### src/rtl/muxbus_regif_pkg.sv
package muxbus_regif_pkg;
  parameter int unsigned DATA_W    = 8;
  parameter int unsigned MAP_DEPTH = 128;
  parameter int unsigned ADDR_W    = $clog2(MAP_DEPTH);
  parameter int unsigned STAT_OFS  = 12;
  parameter int unsigned VALID_OFS = 13;

  typedef logic [DATA_W-1:0] byte_t;
  typedef logic [ADDR_W-1:0] addr_t;

  // synchronized bus bundle
  typedef struct packed {
    logic  mot;
    logic  cs_n;
    logic  as;
    logic  ds;
    logic  rw;
    logic  pf;
    byte_t ad;
  } bus_t;

  // idle levels: deselected, no write, power treated as failed
  localparam bus_t BUS_IDLE = '{mot: 1'b0, cs_n: 1'b1, as: 1'b0, ds: 1'b0,
                                rw: 1'b1, pf: 1'b1, ad: '0};
endpackage

### src/rtl/muxbus_regif_sync.sv
module muxbus_regif_sync #(
  parameter int unsigned WIDTH  = 8,
  parameter int unsigned STAGES = 2,
  parameter logic [WIDTH-1:0] RST_VAL = '0
) (
  input  logic             clk_i,
  input  logic             rst_ni,
  input  logic [WIDTH-1:0] d_i,
  output logic [WIDTH-1:0] q_o
);
  logic [WIDTH-1:0] stage_q [STAGES];

  generate
    for (genvar s = 0; s < STAGES; s++) begin : g_stage
      if (s == 0) begin : g_first
        always_ff @(posedge clk_i or negedge rst_ni) begin
          if (!rst_ni) stage_q[s] <= RST_VAL;
          else         stage_q[s] <= d_i;
        end
      end else begin : g_next
        always_ff @(posedge clk_i or negedge rst_ni) begin
          if (!rst_ni) stage_q[s] <= RST_VAL;
          else         stage_q[s] <= stage_q[s-1];
        end
      end
    end
  endgenerate

  assign q_o = stage_q[STAGES-1];
endmodule

### src/rtl/muxbus_regif_addr.sv
module muxbus_regif_addr
  import muxbus_regif_pkg::*;
(
  input  logic  clk_i,
  input  logic  rst_ni,
  input  logic  as_s_i,
  input  byte_t ad_s_i,
  output addr_t addr_o
);
  logic  as_q;
  addr_t addr_q;

  always_ff @(posedge clk_i or negedge rst_ni) begin
    if (!rst_ni) begin
      as_q   <= 1'b0;
      addr_q <= '0;
    end else begin
      as_q <= as_s_i;
      if (as_q && !as_s_i) addr_q <= ad_s_i[ADDR_W-1:0];
    end
  end

  assign addr_o = addr_q;
endmodule

### src/rtl/muxbus_regif_wdec.sv
module muxbus_regif_wdec
  import muxbus_regif_pkg::*;
(
  input  logic  clk_i,
  input  logic  rst_ni,
  input  bus_t  bus_s_i,
  output logic  wr_req_o,
  output byte_t wr_data_o
);
  logic  wr_act, wr_act_q, sel_q;
  byte_t data_q;

  // level protocol: ds high with rw low; strobe protocol: rw is active-low WR
  always_comb begin
    if (bus_s_i.mot) wr_act = bus_s_i.ds & ~bus_s_i.rw;
    else             wr_act = ~bus_s_i.rw;
  end

  always_ff @(posedge clk_i or negedge rst_ni) begin
    if (!rst_ni) begin
      wr_act_q <= 1'b0;
      sel_q    <= 1'b0;
      data_q   <= '0;
    end else begin
      wr_act_q <= wr_act;
      if (wr_act && !wr_act_q) sel_q <= ~bus_s_i.cs_n;
      if (wr_act)              data_q <= bus_s_i.ad;
    end
  end

  assign wr_req_o  = wr_act_q & ~wr_act & sel_q;
  assign wr_data_o = data_q;
endmodule

### src/rtl/muxbus_regif_store.sv
module muxbus_regif_store
  import muxbus_regif_pkg::*;
(
  input  logic  clk_i,
  input  logic  rst_ni,
  input  logic  wr_req_i,
  input  logic  pf_s_i,
  input  addr_t waddr_i,
  input  byte_t wdata_i,
  input  addr_t raddr_i,
  input  byte_t status_i,
  input  logic  pf_i,
  output byte_t rd_data_o,
  output logic  mem_we_o
);
  byte_t mem_q [MAP_DEPTH];
  logic  ro_hit;

  assign ro_hit   = (waddr_i == addr_t'(STAT_OFS)) || (waddr_i == addr_t'(VALID_OFS));
  assign mem_we_o = wr_req_i & ~pf_s_i & ~ro_hit;

  always_ff @(posedge clk_i or negedge rst_ni) begin
    if (!rst_ni) begin
      for (int i = 0; i < MAP_DEPTH; i++) mem_q[i] <= '0;
    end else if (mem_we_o) begin
      mem_q[waddr_i] <= wdata_i;
    end
  end

  always_comb begin
    if (raddr_i == addr_t'(STAT_OFS))       rd_data_o = status_i;
    else if (raddr_i == addr_t'(VALID_OFS)) rd_data_o = {~pf_i, {(DATA_W-1){1'b0}}};
    else                                    rd_data_o = mem_q[raddr_i];
  end
endmodule

### src/rtl/muxbus_regif.sv
module muxbus_regif
  import muxbus_regif_pkg::*;
#(
  parameter int unsigned SYNC_STAGES = 2
) (
  input  logic        clk_i,
  input  logic        rst_ni,
  input  logic        mot_i,
  input  logic        cs_ni,
  input  logic        as_i,
  input  logic        ds_i,
  input  logic        rw_i,
  input  logic [7:0]  ad_i,
  output logic [7:0]  ad_o,
  output logic        ad_oe_o,
  input  logic [7:0]  status_i,
  input  logic        pwr_fail_i,
  input  logic        ram_ce_ni,
  output logic        ram_ce_no
);
  localparam int unsigned BUS_W = $bits(bus_t);

  bus_t  bus_raw, bus_s;
  addr_t addr_q;
  logic  wr_req, mem_we;
  byte_t wr_data, rd_data;
  logic  rd_act;

  assign bus_raw = '{mot: mot_i, cs_n: cs_ni, as: as_i, ds: ds_i,
                     rw: rw_i, pf: pwr_fail_i, ad: ad_i};

  muxbus_regif_sync #(
    .WIDTH  (BUS_W),
    .STAGES (SYNC_STAGES),
    .RST_VAL(BUS_IDLE)
  ) i_sync (
    .clk_i (clk_i),
    .rst_ni(rst_ni),
    .d_i   (bus_raw),
    .q_o   (bus_s)
  );

  muxbus_regif_addr i_addr (
    .clk_i (clk_i),
    .rst_ni(rst_ni),
    .as_s_i(bus_s.as),
    .ad_s_i(bus_s.ad),
    .addr_o(addr_q)
  );

  muxbus_regif_wdec i_wdec (
    .clk_i    (clk_i),
    .rst_ni   (rst_ni),
    .bus_s_i  (bus_s),
    .wr_req_o (wr_req),
    .wr_data_o(wr_data)
  );

  muxbus_regif_store i_store (
    .clk_i    (clk_i),
    .rst_ni   (rst_ni),
    .wr_req_i (wr_req),
    .pf_s_i   (bus_s.pf),
    .waddr_i  (addr_q),
    .wdata_i  (wr_data),
    .raddr_i  (addr_q),
    .status_i (status_i),
    .pf_i     (pwr_fail_i),
    .rd_data_o(rd_data),
    .mem_we_o (mem_we)
  );

  // read strobe straight from the pins so the bus turns around without delay
  assign rd_act    = mot_i ? (ds_i & rw_i) : ~ds_i;
  assign ad_oe_o   = ~cs_ni & rd_act;
  assign ad_o      = rd_data;
  assign ram_ce_no = ram_ce_ni | pwr_fail_i;
endmodule

### config.mk
export PLATFORM = sky130hd
export DESIGN_NAME = muxbus_regif
export DESIGN_NICKNAME = d
export VERILOG_FILES = /design/src/rtl/muxbus_regif_pkg.sv /design/src/rtl/muxbus_regif_sync.sv /design/src/rtl/muxbus_regif_addr.sv /design/src/rtl/muxbus_regif_wdec.sv /design/src/rtl/muxbus_regif_store.sv /design/src/rtl/muxbus_regif.sv
export SDC_FILE = /design/constraint.sdc
export NUM_CORES = 2
export LEC_CHECK = 0
export ABC_AREA = 0
export BUFFER_PORTS_ARGS = -buffer_cell sky130_fd_sc_hd__buf_2
export CAP_MARGIN = 25
export CORE_ASPECT_RATIO = 0.5
export CORE_MARGIN = 8
export CORE_UTILIZATION = 56
export DETAILED_ROUTE_END_ITERATION = 6
export PLACE_DENSITY = 0.71
export SYNTH_ARGS = -nofsm -noshare
export SYNTH_HDL_FRONTEND = slang
export SYNTH_SLANG_ARGS = --single-unit
### constraint.sdc
create_clock -name clk_i -period 2.85 [get_ports clk_i]
set_clock_uncertainty 0.2 [all_clocks]
set_input_delay 0.855 -clock clk_i [delete_from_list [all_inputs] [get_ports clk_i]]
set_output_delay 0.855 -clock clk_i [all_outputs]
set_load 0.1 [all_outputs]
; Yosys cells after proc, flatten, opt, wreduce, memory -nomap -nowiden
; Cells that the tools add are included.
[totals]
reg_bits = 1070
in_bits = 25
out_inout_bits = 10
wordCells = 172
[op_classes]
magnitude_cmp = 2
eq_ne = 2
muxes = 10
bitwise = 17
reduce_logical = 6
[ops]
columns = operator, n
row1 = bitwise mux 1024 bit, 1
row2 = binary-select mux 8 bit (select 7 bit), 1
row3 = demux 8 bit (select 7 bit), 1
row4 = two-way mux 8 bit, 5
row5 = == test 7 x 4 -> 1 bit (second input constant), 2
row6 = >= comparator 8 bit (second input constant), 1
row7 = < comparator 8 x 1 -> 1 bit (second input constant), 1
row8 = NOT 1 bit, 8
row9 = NOT 7 -> 8 bit, 1
row10 = bitwise AND 1 bit, 7
row11 = logical AND 1 bit, 3
row12 = logical NOT 1 bit, 2
row13 = two-way mux 1 bit, 2
row14 = logical OR 1 bit, 1
row15 = bitwise OR 1 bit, 1

; Logic depth before layout (Yosys ltp)
[depth]
ltp_word = 8
mapped_depth = 9
mapped_depth_nobuf = 6

; Hierarchy
; From an unflattened synthesis, not the netlist that was laid out.
[unflattened]
hier_cells = 3121
area_unflattened_um2 = 48137.4
[modules_own_cells]
columns = mod, n_inst, cells_each, area_per_inst_um2, seq_area_each_um2
row1 = muxbus_regif_store, 1, 3032, 46527.1, 25374.3
row2 = muxbus_regif_sync, 1, 42, 813.3, 708.2
row3 = muxbus_regif_wdec, 1, 26, 440.4, 250.2
row4 = muxbus_regif_addr, 1, 17, 330.3, 200.2
row5 = muxbus_regif, 1, 4, 26.3, 0.0

; Worst setup path after synthesis
; OpenSTA, ideal clock, no wires.
[synth_timing]
path_type = reg2out
start = reg i_addr.addr_q[0] (netlist: i_addr.addr_o[0])
end = out ad_o[0]
t_arrival_ps = 3699
required_ps = 1795
path_slack_ps = -1904
stages_incl_launch_ff = 10
path_buffers = 3
cell_sequence = dfrtp_1 -> buf_2 -> clkbuf_1 -> buf_2 -> mux2i_1 -> a22oi_1 -> nand3_1 -> a41oi_1 -> nor4_1 -> o21ai_0
[synth_between]
elab_chain_cells = 6
elab_cells_between_ends = 8
cone_classes = 2 x eq/ne / 5 x mux / 1 x bitwise
[synth_rtl]
columns = element, line
row1 = "start, declared", muxbus_regif_addr.sv:11  ; addr_t addr_q;
row2 = "start signal, assigned", muxbus_regif_addr.sv:19  ; if (as_q && !as_s_i) addr_q <= ad_s_i[ADDR_W-1:0];
row3 = NOT 7 -> 8 bit (implied by the code), muxbus_regif_store.sv:33  ; else rd_data_o = mem_q[raddr_i];
row4 = binary-select mux 8 bit (select 7 bit), muxbus_regif_store.sv:33
row5 = two-way mux 8 bit (implied by the code) (2 in series), muxbus_regif_store.sv:33
row6 = two-way mux 8 bit, muxbus_regif_store.sv:32  ; else if (raddr_i == addr_t'(VALID_OFS)) rd_data_o = {~pf_i, {(DATA_W-1){1'b0}}};
row7 = two-way mux 8 bit (*), muxbus_regif_store.sv:31  ; if (raddr_i == addr_t'(STAT_OFS)) rd_data_o = status_i;
row8 = "end, declared", muxbus_regif.sv:14  ; output logic [7:0] ad_o,
; Mark *: on every way between the ends. The rest lies on a longest branch, timed or not. The select of a mux whose other input is x is not followed.

; Worst setup path in the final report
[layout_timing]
start = reg i_addr.addr_q[0] (netlist: i_addr.addr_o[0])
end = out ad_o[6]
; The elaborated chain is that of the path after synthesis.

==> impl_metrics.tcl <==
set metrics [dict create \
    outcome "finished, violations left" \
    initial_utilization_pct 56.6 \
    timing.hold.ws_ns 0.0704 \
    post-layout-total-power_uw 37200 \
    synthDistinctLibCells 38 \
    first_global_vias 33000 \
    die_area_sq_um 97400 \
    net_switching_component_of_the_power_uw 10500 \
    area_growth_syn_to_layout_pct 20.4 \
    bufs_on_longest_clock_path 3 \
    maxClockFrequency_mhz 229 \
    die-height_microns 225 \
    max_slew_margin_pct 38.5 \
    dr_total_vias 30900 \
    leakagePower_uw 0.0283 \
    grt_antenna_before_repair 0 \
    hp-class "input port to flip-flop" \
    tritoncts "yes" \
    fp-row-count 76 \
    synthDominantCellAreaShare_pct 54.6 \
    first_drt_iteration_drcs 2334 \
    yosysTopAreaCell "dfrtp_1" \
    clk-insertion-delay-late_ns 0.69 \
    p_int_uw 26700 \
    timing.final.max_slew_violations 0 \
    layout.nets 3809 \
    postPlaceCellArea_sq_um 53800 \
    synth-seq-cells 1070 \
    fin_setup_tns_ns -11.82 \
    cts.root.buffer_cell "clkbuf_16" \
    drt_pass1_iterations 6 \
    clock_sinks 1070 \
    violations "setup timing" \
    ant_nets 0 \
    power.switching_fraction_pct 28.3 \
    clock_pin_slew_on_the_worst_setup_and_hold_paths_ns 0.06 \
    grt.total_usage_pct 26.6 \
    drt-total-wl_microns 130000 \
    stdcell_area_sq_um 58700 \
    pin_count 35 \
    grt_setup_unrepaired "yes" \
    die-width_microns 433 \
    async_reset_ff_share_pct 100 \
    critPathMaxFanout 37 \
    drcViolationCount 0 \
    global_route.overflow_total 0 \
    critical_path.endpoint_type "primary output" \
    worst-setup-path-type "flip-flop to primary output" \
    yosys-top-cells-area "dfrtp_1, mux2_2, mux2i_1, a22oi_1, nor2_2" \
    cts_inserted_buffers 96 \
    avgViaCountPerCell 6.14 \
    synth.avg_cell_area_sq_um 13.9 \
    timing.final.ws_setup_ns -1.52 \
    synth-seq-area-share_pct 54.9 \
    part_of_the_power_in_registers_pct 43.1 \
    synthesis.nets 3535 \
    drive_above_1_share_pct 51.1 \
    cell_pwr_density_nw_per_um2 633 \
    design.core.area_sq_um 86200 \
    cts_max_level 3 \
    global_route_wire_length_before_repair_microns 202000 \
    synthesis.area_sq_um 48800 \
    clock_power_share_pct 38.0 \
    place.gp.congestion 0.910 \
    crit_required_ns 1.80 \
    vdd.ir_drop.worst_uv 475 \
    critical_path_arrival_ns 3.32 \
    dp.final_hpwl_microns 85900 \
    final_critical_path_time_including_i_o_delays_and_setup_ns 4.37 \
    post_synth_inst_count 3510 \
    comb_power_share_pct 18.9 \
    setup_viol 8 \
    dominantRegCellSynth "dfrtp_1" \
    yosys_warnings 0 \
    synth_enable_flop_cells 0 \
    route.detailed.wl_per_inst_microns 25.8 \
    portBuffers 34 \
    critPathLaunchType "flip-flop" \
    largest_net_degree_at_the_start_of_global_routing 78 \
    fin_crit_sh_pct 153 \
    final_hold_viol_count 0 \
    tightestPinTransition_ns 0.920 \
    drv.max_cap_violation_count 0 \
]
==> critical path, cell delays in order (launching register included) <==
cell     delay [ns]
dfrtp_4        0.48
buf_4          0.18
buf_4          0.19
buf_16         0.21
mux2i_1        0.15
a22oi_1        0.28
nand3_1        0.24
a41oi_2        0.31
nor4_2         0.07
buf_4          0.16
o21ai_4        0.16
buf_12         0.19
==> flip-flops by register name (all words and copies together), names as in the netlist <==
| register | cells |
|---|---|
| i_store.mem_q | 1024 |
| i_wdec.wr_act_q | 1 |
| i_sync.stage_q | 14 |
| i_sync.q_o | 14 |
| i_wdec.sel_q | 1 |
| i_addr.as_q | 1 |
| i_addr.addr_o | 7 |
| i_wdec.wr_data_o | 8 |
==> power groups by stage <==
stage,Clock (uW),Sequential (uW),Combinational [uW]
floorplan,0,16000,3700
global placement,0,16300,6210
detailed placement,0,16400,6290
CTS,14300,16100,6650
global route,14900,16100,7290
finish,14100,16000,7010
==> layout make-up <==
type / instances / area (sq um)
multi-input cells: 2158 / 22100
inverters: 2 / 7.51
repair buffers: 456 / 4940
clock buffers: 124 / 2720
flip-flops and latches: 1070 / 26800
diodes: 1 / 2.50
well taps: 1170 / 1460
fillers: 5992 / 27400
clock inverters: 49 / 686
==> what timing repair did <==
| action | 4_1_cts | 5_1_grt |
|---|---|---|
| cloned | 4 | 1 |
| endpoints found under the hold margin | 28 | 0 |
| buffers inserted | 11 | 13 |
| pin swaps | 36 | 39 |
| hold buffers | 1 | 0 |
| resized for setup | 91 | 113 |
| setup endpoints to repair | 82 | 189 |
==> metrics by stage <==
| stage | worst slack, ns | util (%) | std cells |
|---|---|---|---|
| 2_1_floorplan | -0.308 | - | 3510 |
| 3_3_place_gp | -1.13 | 62.5 | 4827 |
| 3_5_place_dp | -1.13 | 62.5 | 4827 |
| 4_1_cts | -1.55 | 67.3 | 5016 |
| 5_1_grt | -1.58 | 68.2 | 5029 |
| 6_report | -1.52 | 68.2 | 5030 |
==> Yosys cell counts (2+ instances only) <==
| library cell | count |
|---|---|
| nand2_1 | 16 |
| nor2_1 | 5 |
| dfstp_2 | 6 |
| nor4_1 | 8 |
| nand3_2 | 3 |
| clkbuf_1 | 179 |
| buf_2 | 71 |
| a41oi_1 | 32 |
| nand2_2 | 9 |
| mux2_2 | 1018 |
| buf_1 | 28 |
| nor2b_1 | 8 |
| dfrtp_1 | 1064 |
| a22oi_1 | 256 |
| or2_2 | 2 |
| buf_4 | 2 |
| nor2_2 | 113 |
| nor2_4 | 14 |
| nand2b_1 | 6 |
| mux2_1 | 5 |
| o21ai_0 | 8 |
| mux2i_1 | 513 |
| nand3_1 | 129 |
==> path summary, 6_finish.rpt <==
kind	startpoint	endpoint	slack, ns	cells past startpoint
max	i_addr.addr_o[0]	ad_o[6]	-1.52	11
min	as_i	i_sync.stage_q[25]	0.07	1
max reg2reg	i_addr.addr_o[6]	i_store.mem_q[945]	0.10	8
min reg2reg	i_sync.stage_q[24]	i_sync.q_o[10]	0.15	0
max in group asynchronous	rst_ni	i_store.mem_q[26]	1.03	4
min in group asynchronous	rst_ni	i_store.mem_q[409]	0.49	2
==> kinds of logic after synthesis <==
logic type,share of synthesized area [%]
mux,34.1
simple gates,3.92
flops,54.9
buf+inv,2.37
compound gates,4.67
==> cell usage in the layout (no fill, tap or decap), types with 3 or more instances in the layout <==
| cell | count |
|---|---|
| a22oi_1 | 212 |
| a22oi_2 | 44 |
| a41oi_2 | 24 |
| a41oi_4 | 7 |
| buf_12 | 100 |
| buf_16 | 7 |
| buf_2 | 24 |
| buf_4 | 301 |
| buf_6 | 15 |
| buf_8 | 4 |
| bufbuf_16 | 3 |
| bufinv_16 | 16 |
| clkbuf_1 | 11 |
| clkbuf_16 | 101 |
| clkbuf_8 | 13 |
| clkinv_2 | 25 |
| clkinvlp_4 | 4 |
| dfrtp_1 | 1051 |
| dfrtp_2 | 4 |
| dfrtp_4 | 9 |
| dfstp_2 | 6 |
| mux2_1 | 5 |
| mux2_2 | 1018 |
| mux2i_1 | 489 |
| mux2i_2 | 17 |
| mux2i_4 | 7 |
| nand2_1 | 14 |
| nand2_2 | 11 |
| nand2b_1 | 3 |
| nand2b_2 | 3 |
| nand3_1 | 85 |
| nand3_2 | 47 |
| nor2_2 | 100 |
| nor2_4 | 30 |
| nor2b_1 | 4 |
| nor2b_2 | 3 |
| nor4_4 | 6 |
| o21ai_4 | 7 |
==> per-layer routing <==
metal | routed length (microns) | GRT usage, % | vias to the layer above
li1 | - | - | 13400
met1 | 59400 | 38.1 | 16500
met2 | 60300 | 41.6 | 755
met3 | 7340 | 5.19 | 193
met4 | 3020 | 7.43 | 0
met5 | 0 | 0 | -
Note: power is estimated with default switching activity, not from simulation.
